`src/rtl/vtpg_pkg.sv`:
```
package vtpg_pkg;

    localparam int LONG_W  = 24;
    localparam int SHORT_W = 16;
    localparam int BYTE_W  = 8;
    localparam int PIX_W   = 24;
    localparam int ADDR_W  = 5;
    localparam int MODE_W  = 2;
    localparam int CHANS   = PIX_W / BYTE_W;

    typedef logic [LONG_W-1:0]  long_t;
    typedef logic [SHORT_W-1:0] short_t;
    typedef logic [BYTE_W-1:0]  byte_t;
    typedef logic [PIX_W-1:0]   pix_t;

    typedef enum logic [MODE_W-1:0] {
        MODE_OFF     = 2'd0,
        MODE_CHECKER = 2'd1,
        MODE_RAMP    = 2'd2,
        MODE_RSVD    = 2'd3
    } mode_e;

    typedef enum logic [1:0] {ST_IDLE, ST_DELAY, ST_RUN} tstate_e;

    typedef struct packed {
        mode_e  mode;
        long_t  vs_dly;
        long_t  vs_high;
        long_t  vs_low;
        short_t hs_high;
        short_t hs_low;
        short_t hs_cnt;
        long_t  de_dly;
        short_t de_high;
        short_t de_low;
        short_t de_cnt;
        pix_t   col_a;
        pix_t   col_b;
        byte_t  rpt_a;
        byte_t  rpt_b;
        byte_t  alt;
        byte_t  inc;
    } cfg_t;

    localparam logic [ADDR_W-1:0] A_MODE = 5'd0,  A_HSH  = 5'd1,  A_HSL  = 5'd2,
                                  A_HSC  = 5'd3,  A_DEH  = 5'd4,  A_DEL  = 5'd5,
                                  A_DEC  = 5'd6,  A_DED  = 5'd7,  A_VSH  = 5'd8,
                                  A_VSL  = 5'd9,  A_VSD  = 5'd10, A_INC  = 5'd11,
                                  A_ALT  = 5'd12, A_RPA  = 5'd13, A_RPB  = 5'd14,
                                  A_COLA = 5'd15, A_COLB = 5'd16;

    // Default raster: 1280 x 1080 active with standard blanking.
    localparam int H_ACT = 1280, H_FP = 88, H_SW = 44, H_BP = 148;
    localparam int V_ACT = 1080, V_FP = 4,  V_SW = 5,  V_BP = 36;
    localparam int H_TOT = H_ACT + H_FP + H_SW + H_BP;
    localparam int V_TOT = V_ACT + V_FP + V_SW + V_BP;

    localparam cfg_t CFG_RESET = '{
        mode:    MODE_OFF,
        vs_dly:  long_t'(0),
        vs_high: long_t'(V_SW * H_TOT),
        vs_low:  long_t'((V_ACT + V_FP + V_BP) * H_TOT),
        hs_high: short_t'(H_SW),
        hs_low:  short_t'(H_ACT + H_FP + H_BP),
        hs_cnt:  short_t'(V_TOT),
        de_dly:  long_t'(H_TOT * (V_SW + V_BP) + H_SW + H_BP),
        de_high: short_t'(H_ACT),
        de_low:  short_t'(H_FP + H_SW + H_BP),
        de_cnt:  short_t'(V_ACT),
        col_a:   pix_t'(24'hFECC00),
        col_b:   pix_t'(24'h006AA7),
        rpt_a:   byte_t'(8'h3C),
        rpt_b:   byte_t'(8'h3C),
        alt:     byte_t'(8'h3C),
        inc:     byte_t'(8'h10)
    };

    function automatic logic mode_active(mode_e m);
        return (m == MODE_CHECKER) || (m == MODE_RAMP);
    endfunction

endpackage

```
`src/rtl/vtpg_regs.sv`:
```
module vtpg_regs
    import vtpg_pkg::*;
(
    input  logic              clk,
    input  logic              rst,
    input  logic              wr_en,
    input  logic [ADDR_W-1:0] wr_addr,
    input  long_t             wr_data,
    output cfg_t              shadow
);
    always_ff @(posedge clk) begin
        if (rst) begin
            shadow <= CFG_RESET;
        end else if (wr_en) begin
            case (wr_addr)
                A_MODE: shadow.mode    <= mode_e'(wr_data[MODE_W-1:0]);
                A_HSH:  shadow.hs_high <= wr_data[SHORT_W-1:0];
                A_HSL:  shadow.hs_low  <= wr_data[SHORT_W-1:0];
                A_HSC:  shadow.hs_cnt  <= wr_data[SHORT_W-1:0];
                A_DEH:  shadow.de_high <= wr_data[SHORT_W-1:0];
                A_DEL:  shadow.de_low  <= wr_data[SHORT_W-1:0];
                A_DEC:  shadow.de_cnt  <= wr_data[SHORT_W-1:0];
                A_DED:  shadow.de_dly  <= wr_data;
                A_VSH:  shadow.vs_high <= wr_data;
                A_VSL:  shadow.vs_low  <= wr_data;
                A_VSD:  shadow.vs_dly  <= wr_data;
                A_INC:  shadow.inc     <= wr_data[BYTE_W-1:0];
                A_ALT:  shadow.alt     <= wr_data[BYTE_W-1:0];
                A_RPA:  shadow.rpt_a   <= wr_data[BYTE_W-1:0];
                A_RPB:  shadow.rpt_b   <= wr_data[BYTE_W-1:0];
                A_COLA: shadow.col_a   <= wr_data[PIX_W-1:0];
                A_COLB: shadow.col_b   <= wr_data[PIX_W-1:0];
                default: ;
            endcase
        end
    end
endmodule

```
`src/rtl/vtpg_timing.sv`:
```
module vtpg_timing
    import vtpg_pkg::*;
(
    input  logic clk,
    input  logic rst,
    input  cfg_t shadow,
    output cfg_t live,
    output logic run,
    output logic frame_wrap,
    output logic vsync,
    output logic hsync,
    output logic de,
    output logic de_last
);
    tstate_e state;
    long_t   dly_cnt, fpos;
    short_t  hcnt, hnum, dcnt, dnum;

    logic [LONG_W:0]  frame_m1;
    logic [SHORT_W:0] hper_m1, dper_m1, dhigh_m1;
    logic             last_pos, h_wrap, d_wrap, de_zone, h_more, d_more;

    always_comb begin
        frame_m1 = {1'b0, live.vs_high} + {1'b0, live.vs_low} - (LONG_W+1)'(1);
        hper_m1  = {1'b0, live.hs_high} + {1'b0, live.hs_low} - (SHORT_W+1)'(1);
        dper_m1  = {1'b0, live.de_high} + {1'b0, live.de_low} - (SHORT_W+1)'(1);
        dhigh_m1 = {1'b0, live.de_high} - (SHORT_W+1)'(1);
        last_pos = ({1'b0, fpos} == frame_m1);
        h_wrap   = ({1'b0, hcnt} == hper_m1);
        d_wrap   = ({1'b0, dcnt} == dper_m1);
        de_zone  = (fpos >= live.de_dly);
        h_more   = (hnum < live.hs_cnt);
        d_more   = (dnum < live.de_cnt);
        run        = (state == ST_RUN);
        frame_wrap = run && last_pos;
        vsync      = run && (fpos < live.vs_high);
        hsync      = run && h_more && (hcnt < live.hs_high);
        de         = run && de_zone && d_more && (dcnt < live.de_high);
        de_last    = de && ({1'b0, dcnt} == dhigh_m1);
    end

    always_ff @(posedge clk) begin
        if (rst) begin
            state   <= ST_IDLE;
            live    <= CFG_RESET;
            dly_cnt <= '0;
            fpos    <= '0;
            hcnt    <= '0;
            hnum    <= '0;
            dcnt    <= '0;
            dnum    <= '0;
        end else begin
            case (state)
                ST_IDLE: begin
                    live <= shadow;
                    if (mode_active(shadow.mode)) begin
                        if (shadow.vs_dly == '0) begin
                            state <= ST_RUN;
                        end else begin
                            state   <= ST_DELAY;
                            dly_cnt <= long_t'(1);
                        end
                    end
                end
                ST_DELAY: begin
                    if (dly_cnt == live.vs_dly) state <= ST_RUN;
                    else dly_cnt <= dly_cnt + long_t'(1);
                end
                ST_RUN: begin
                    if (last_pos) begin
                        live <= shadow;
                        fpos <= '0;
                        hcnt <= '0;
                        hnum <= '0;
                        dcnt <= '0;
                        dnum <= '0;
                        if (!mode_active(shadow.mode)) state <= ST_IDLE;
                    end else begin
                        fpos <= fpos + long_t'(1);
                        if (h_more) begin
                            if (h_wrap) begin
                                hcnt <= '0;
                                hnum <= hnum + short_t'(1);
                            end else begin
                                hcnt <= hcnt + short_t'(1);
                            end
                        end
                        if (de_zone && d_more) begin
                            if (d_wrap) begin
                                dcnt <= '0;
                                dnum <= dnum + short_t'(1);
                            end else begin
                                dcnt <= dcnt + short_t'(1);
                            end
                        end
                    end
                end
                default: state <= ST_IDLE;
            endcase
        end
    end
endmodule

```
`src/rtl/vtpg_pixel.sv`:
```
module vtpg_pixel
    import vtpg_pkg::*;
(
    input  logic clk,
    input  logic rst,
    input  cfg_t live,
    input  logic run,
    input  logic frame_wrap,
    input  logic de,
    input  logic de_last,
    output pix_t pix
);
    logic  start_sel, csel;
    byte_t crun, altcnt, gval, cur_rpt;
    logic  run_end, alt_end, next_start;
    pix_t  ramp_pix;

    // The ramp value is replicated onto every colour channel.
    for (genvar c = 0; c < CHANS; c++) begin : g_chan
        assign ramp_pix[c*BYTE_W +: BYTE_W] = gval;
    end

    always_comb begin
        cur_rpt    = csel ? live.rpt_b : live.rpt_a;
        run_end    = (crun == cur_rpt - byte_t'(1));
        alt_end    = (altcnt == live.alt - byte_t'(1));
        next_start = alt_end ? ~start_sel : start_sel;
        pix = '0;
        if (de) begin
            if (live.mode == MODE_CHECKER) pix = csel ? live.col_b : live.col_a;
            else if (live.mode == MODE_RAMP) pix = ramp_pix;
        end
    end

    always_ff @(posedge clk) begin
        if (rst || !run || frame_wrap) begin
            start_sel <= 1'b0;
            csel      <= 1'b0;
            crun      <= '0;
            altcnt    <= '0;
            gval      <= '0;
        end else if (de) begin
            if (de_last) begin
                crun      <= '0;
                gval      <= '0;
                altcnt    <= alt_end ? '0 : altcnt + byte_t'(1);
                start_sel <= next_start;
                csel      <= next_start;
            end else begin
                gval <= gval + live.inc;
                if (run_end) begin
                    crun <= '0;
                    csel <= ~csel;
                end else begin
                    crun <= crun + byte_t'(1);
                end
            end
        end
    end
endmodule

```
`src/rtl/vtpg_top.sv`:
```
module vtpg_top
    import vtpg_pkg::*;
(
    input  logic              clk,
    input  logic              rst,
    input  logic              wr_en,
    input  logic [ADDR_W-1:0] wr_addr,
    input  logic [LONG_W-1:0] wr_data,
    output logic              vsync,
    output logic              hsync,
    output logic              de,
    output logic [PIX_W-1:0]  pix
);
    cfg_t shadow_cfg, live_cfg;
    logic run_s, frame_wrap_s, de_last_s;

    vtpg_regs u_regs (
        .clk     (clk),
        .rst     (rst),
        .wr_en   (wr_en),
        .wr_addr (wr_addr),
        .wr_data (wr_data),
        .shadow  (shadow_cfg)
    );

    vtpg_timing u_timing (
        .clk        (clk),
        .rst        (rst),
        .shadow     (shadow_cfg),
        .live       (live_cfg),
        .run        (run_s),
        .frame_wrap (frame_wrap_s),
        .vsync      (vsync),
        .hsync      (hsync),
        .de         (de),
        .de_last    (de_last_s)
    );

    vtpg_pixel u_pixel (
        .clk        (clk),
        .rst        (rst),
        .live       (live_cfg),
        .run        (run_s),
        .frame_wrap (frame_wrap_s),
        .de         (de),
        .de_last    (de_last_s),
        .pix        (pix)
    );
endmodule

```
`config.mk`:
```
export PLATFORM = sky130hd
export DESIGN_NAME = vtpg_top
export DESIGN_NICKNAME = d
export VERILOG_FILES = /design/src/rtl/vtpg_pkg.sv /design/src/rtl/vtpg_regs.sv /design/src/rtl/vtpg_timing.sv /design/src/rtl/vtpg_pixel.sv /design/src/rtl/vtpg_top.sv
export SDC_FILE = /design/constraint.sdc
export NUM_CORES = 2
export LEC_CHECK = 0
export BUFFER_PORTS_ARGS = -buffer_cell sky130_fd_sc_hd__buf_2
export CORE_MARGIN = 1.5
export CORE_UTILIZATION = 50
export CTS_CLUSTER_SIZE = 28
export DETAILED_ROUTE_END_ITERATION = 10
export PLACE_DENSITY = 0.76
export SYNTH_ARGS = -nofsm -noshare
export SYNTH_HDL_FRONTEND = slang
export SYNTH_SLANG_ARGS = --single-unit
```
`constraint.sdc`:
```
create_clock -name clk -period 11.6 [get_ports clk]
set_input_delay 0.58 -clock clk [delete_from_list [all_inputs] [get_ports clk]]
set_output_delay 0.58 -clock clk [all_outputs]
set_load 0.02 [all_outputs]
```
==> flow_summary.json <==
{
  "finClkSkew_ps": 37.93,
  "critPathCaptureType": "flop",
  "core-area_mm2": 0.07495,
  "place_ws_ps": 5259,
  "fin_setup_tns_ps": 0,
  "power.switching_mw": 1.202,
  "first_global_vias": 28860,
  "fin_crit_ps": 6451,
  "ios": 59,
  "cp_num_cells": 17,
  "multi_input_area_mm2": 0.02208,
  "syn_area_per_cell_um2": 8.230,
  "final-setup-viol-count": 0,
  "synth-simple-area-share_pct": 24.98,
  "ant_nets": 0,
  "vias": 30940,
  "cts_max_level": 3,
  "layout_common_cells": "dfxtp_1 (687), nand2_1 (666), nand2b_1 (419)",
  "drt_wl_total_um": 96530,
  "ys_top_cells_by_area": "dfxtp_1 (36%), mux2i_1 (9.3%), ha_1 (7.7%)",
  "swShare_pct": 23.36,
  "path_common_cell": "inv_1",
  "cts-root-buf": "clkbuf_16",
  "drtIter0Drc": 2355,
  "grt.overflow.total": 0,
  "tritoncts": "yes",
  "critPathArrivalTime_ps": 6990,
  "synth_top_family_by_area": "simple AND/OR/NAND/NOR gates",
  "ys_warn_count": 0,
  "ys_seq_area_share_pct": 36.19,
  "p_per_area_mw_per_mm2": 124.1,
  "pwr-share-clk_pct": 49.0,
  "slowest_stage": "a21oi_4",
  "drv_slew": 0,
  "comb_power_share_pct": 4.6,
  "insertion_delay_ps": 640,
  "p_int_mw": 3.945,
  "synthAdderAreaFrac_pct": 7.936,
  "post-cts-setup-buffers": 0,
  "gp_congestion": 0.9492,
  "ys_ff_latch": 688,
  "crit_path_max_incr_delay_ps": 1060,
  "tightestPinTransition_ps": 1291,
  "path_delay_family": "compound AO/OA/AOI/OAI gates",
  "min_period_over_period_pct": 55.62,
  "ir_drop_mv": 0.1548,
  "die_area_mm2": 0.07779,
  "crit_fanout": 137,
  "muxShareOfSynthArea_pct": 9.316,
  "slew_headroom_pct": 13.95,
  "grt_max_degree": 282,
  "cp-start-kind": "flop",
  "reg2reg_setup_slack_ps": 5150,
  "wl_per_cell_um": 17.33,
  "hold_viol": 0,
  "holdBufCountCts": 0,
  "synth_top_cell_by_area": "dfxtp_1",
  "register_area_mm2": 0.01377,
  "clock_path_buffers": 3,
  "vias_per_cell": 5.555,
  "port_buffers": 58,
  "cts_buffers": 76,
  "reg2reg_to": "u_timing.live[179]",
  "nets": 4807,
  "p_leak_nw": 17.75,
  "synth_enable_flop_cells": 0,
  "crit_path_start": "u_timing.live[201]",
  "num-fill-cells": 6643,
  "post_cts_resized": 0,
  "syn-cell-area_mm2": 0.03806,
  "layout_commonest_cell": "dfxtp_1",
  "rsz0062_at_grt": "false",
  "synthArstFlopShare_pct": 0,
  "syn-num-nets": 4896,
  "rows": 100,
  "crit_end": "u_timing.live[179]",
  "synth-compound-area-share_pct": 10.91,
  "min_path_type": "input port to flop",
  "power.total_mw": 5.147,
  "initial_utilization_pct": 50.78,
  "worst_slack_ps": 5149,
  "clk_pin_slew_ps": 60,
  "rr_startpoint": "u_timing.live[201]",
  "max_freq_mhz": 155.0,
  "synth_top_area_share_pct": 36.19,
  "reg2reg_depth": 17,
  "die_w_um": 278.9,
  "hpwlAfterDp_um": 64920,
  "yosysUniqueCellTypes": 80,
  "sequentialPowerShare_pct": 46.4,
  "path_cells": "inv_1 > ha_1 > inv_1 > ha_1 > inv_1 > fa_1 > nor2b_1 > o2111ai_1 > a211oi_1 > nor4b_1 > nor3_1 > nand4_1 > nor4_4 > nand2_2 > a21oi_4 > buf_12 > mux2i_1",
  "status": "finished, final reports clean",
  "cp_num_buf_inv": 4,
  "grt_usage_pct": 24.28,
  "ys.flop_type": "dfxtp_1",
  "grt_antenna_before_repair": 4,
  "worstPathRequired_ps": 12140,
  "numClockSinks": 688,
  "area_delta_synth_final_pct": 9.010,
  "synth-xor-area-share_pct": 4.707,
  "die_y_um": 278.9,
  "cap_violations": 0,
  "drc": 0,
  "drt_first_pass_iters": 6,
  "path_class": "flop to flop",
  "layout-drive-gt1-share_pct": 5.589,
  "grt_pass1_wl_um": 154300,
  "synth_cells": 4625
}
## flip-flops by register name, summed over array words and instances (netlist names), 8 cells and up
register and flops:
u_regs.shadow 274, u_timing.live 274, u_timing.dly_cnt 24, u_timing.fpos 24, u_timing.dcnt 16, u_timing.dnum 16
u_timing.hcnt 16, u_timing.hnum 16, u_pixel.altcnt 8, u_pixel.crun 8, u_pixel.gval 8
## per-stage QoR
stage | hold WS [ps] | util (%) | instances | cell area, µm²
after global placement | 441.7 | 51.80 | 5427 | 38820
after global routing | 305.9 | 55.35 | 5567 | 41490
final | 291.1 | 55.36 | 5569 | 41490
after floorplan | 436.8 | - | 4625 | 38060
after detailed placement | 446.7 | 51.80 | 5427 | 38820
after CTS | 273.0 | 55.35 | 5567 | 41490
## worst min-delay path by stage
stage,startpoint,end,depth (start not counted),slack (ps)
final,wr_data[17],u_regs.shadow[49],3,290
after CTS,wr_data[23],u_regs.shadow[271],3,270
after global routing,wr_data[17],u_regs.shadow[265],3,310
after floorplan,u_regs.shadow[101],u_regs.shadow[101],2,440
after detailed placement,u_regs.shadow[103],u_regs.shadow[103],2,450
after global placement,u_regs.shadow[59],u_regs.shadow[59],2,440
## power by group through the flow
stage / Sequential [mW] / Combinational (mW) / Clock, mW
CTS: 2.39 / 0.234 / 2.56
global placement: 2.44 / 0.232 / 0
global route: 2.39 / 0.254 / 2.66
floorplan: 2.44 / 0.168 / 0
finish: 2.39 / 0.237 / 2.52
detailed placement: 2.44 / 0.233 / 0
## layer usage
layer	track usage, %	share of wire [%]	up-vias
li1	-	-	15370
met3	3.046	5.2	137
met4	6.173	2.0	4
met5	0	0.028	-
met1	33.48	47	14670
met2	40.07	46	748
## kinds of logic (layout without fill, tap and decap cells)
| family | after synthesis | after routing |
|---|---|---|
| simple gates | 1896 | 1896 |
| flops | 688 | 688 |
| compound gates | 674 | 674 |
| buf+inv | 571 | 544 |
| mux | 354 | 354 |
| fa+ha+maj | 239 | 239 |
| xor+xnor | 203 | 203 |
| other cells | 0 | 2 |
## worst reg2reg max path, delay by kind of cell (launching register included)
family / cells / cell delay (ps)
DFF: 1 / 330
adders and majority gates: 3 / 860
and+or+nand+nor: 6 / 1880
buffers and inverters: 4 / 930
muxes: 1 / 470
AOI/OAI and AO/OA: 3 / 1910
## cell type report
cell class	count	area share [%]
Antenna cell	2	0.01206
Clock buffer	106	5.313
Clock inverter	34	1.104
Inverter	313	2.832
Multi-Input combinational cell	3366	53.21
Sequential cell	688	33.20
Tap cell	969	2.922
Timing Repair Buffer	91	1.411
## synthesized netlist by cell type (all sizes together) (60+ instances only)
library cell and number:
a21o 60, a21oi 334, buf 63, clkbuf 195
dfxtp 688, ha 235, inv 311, mux2i 352
nand2 667, nand2b 419, nand3 79, nand3b 83
nand4 64, nor2 316, o21ai 70, xnor2 130
xor2 72
(Power assumes the default switching activity.)
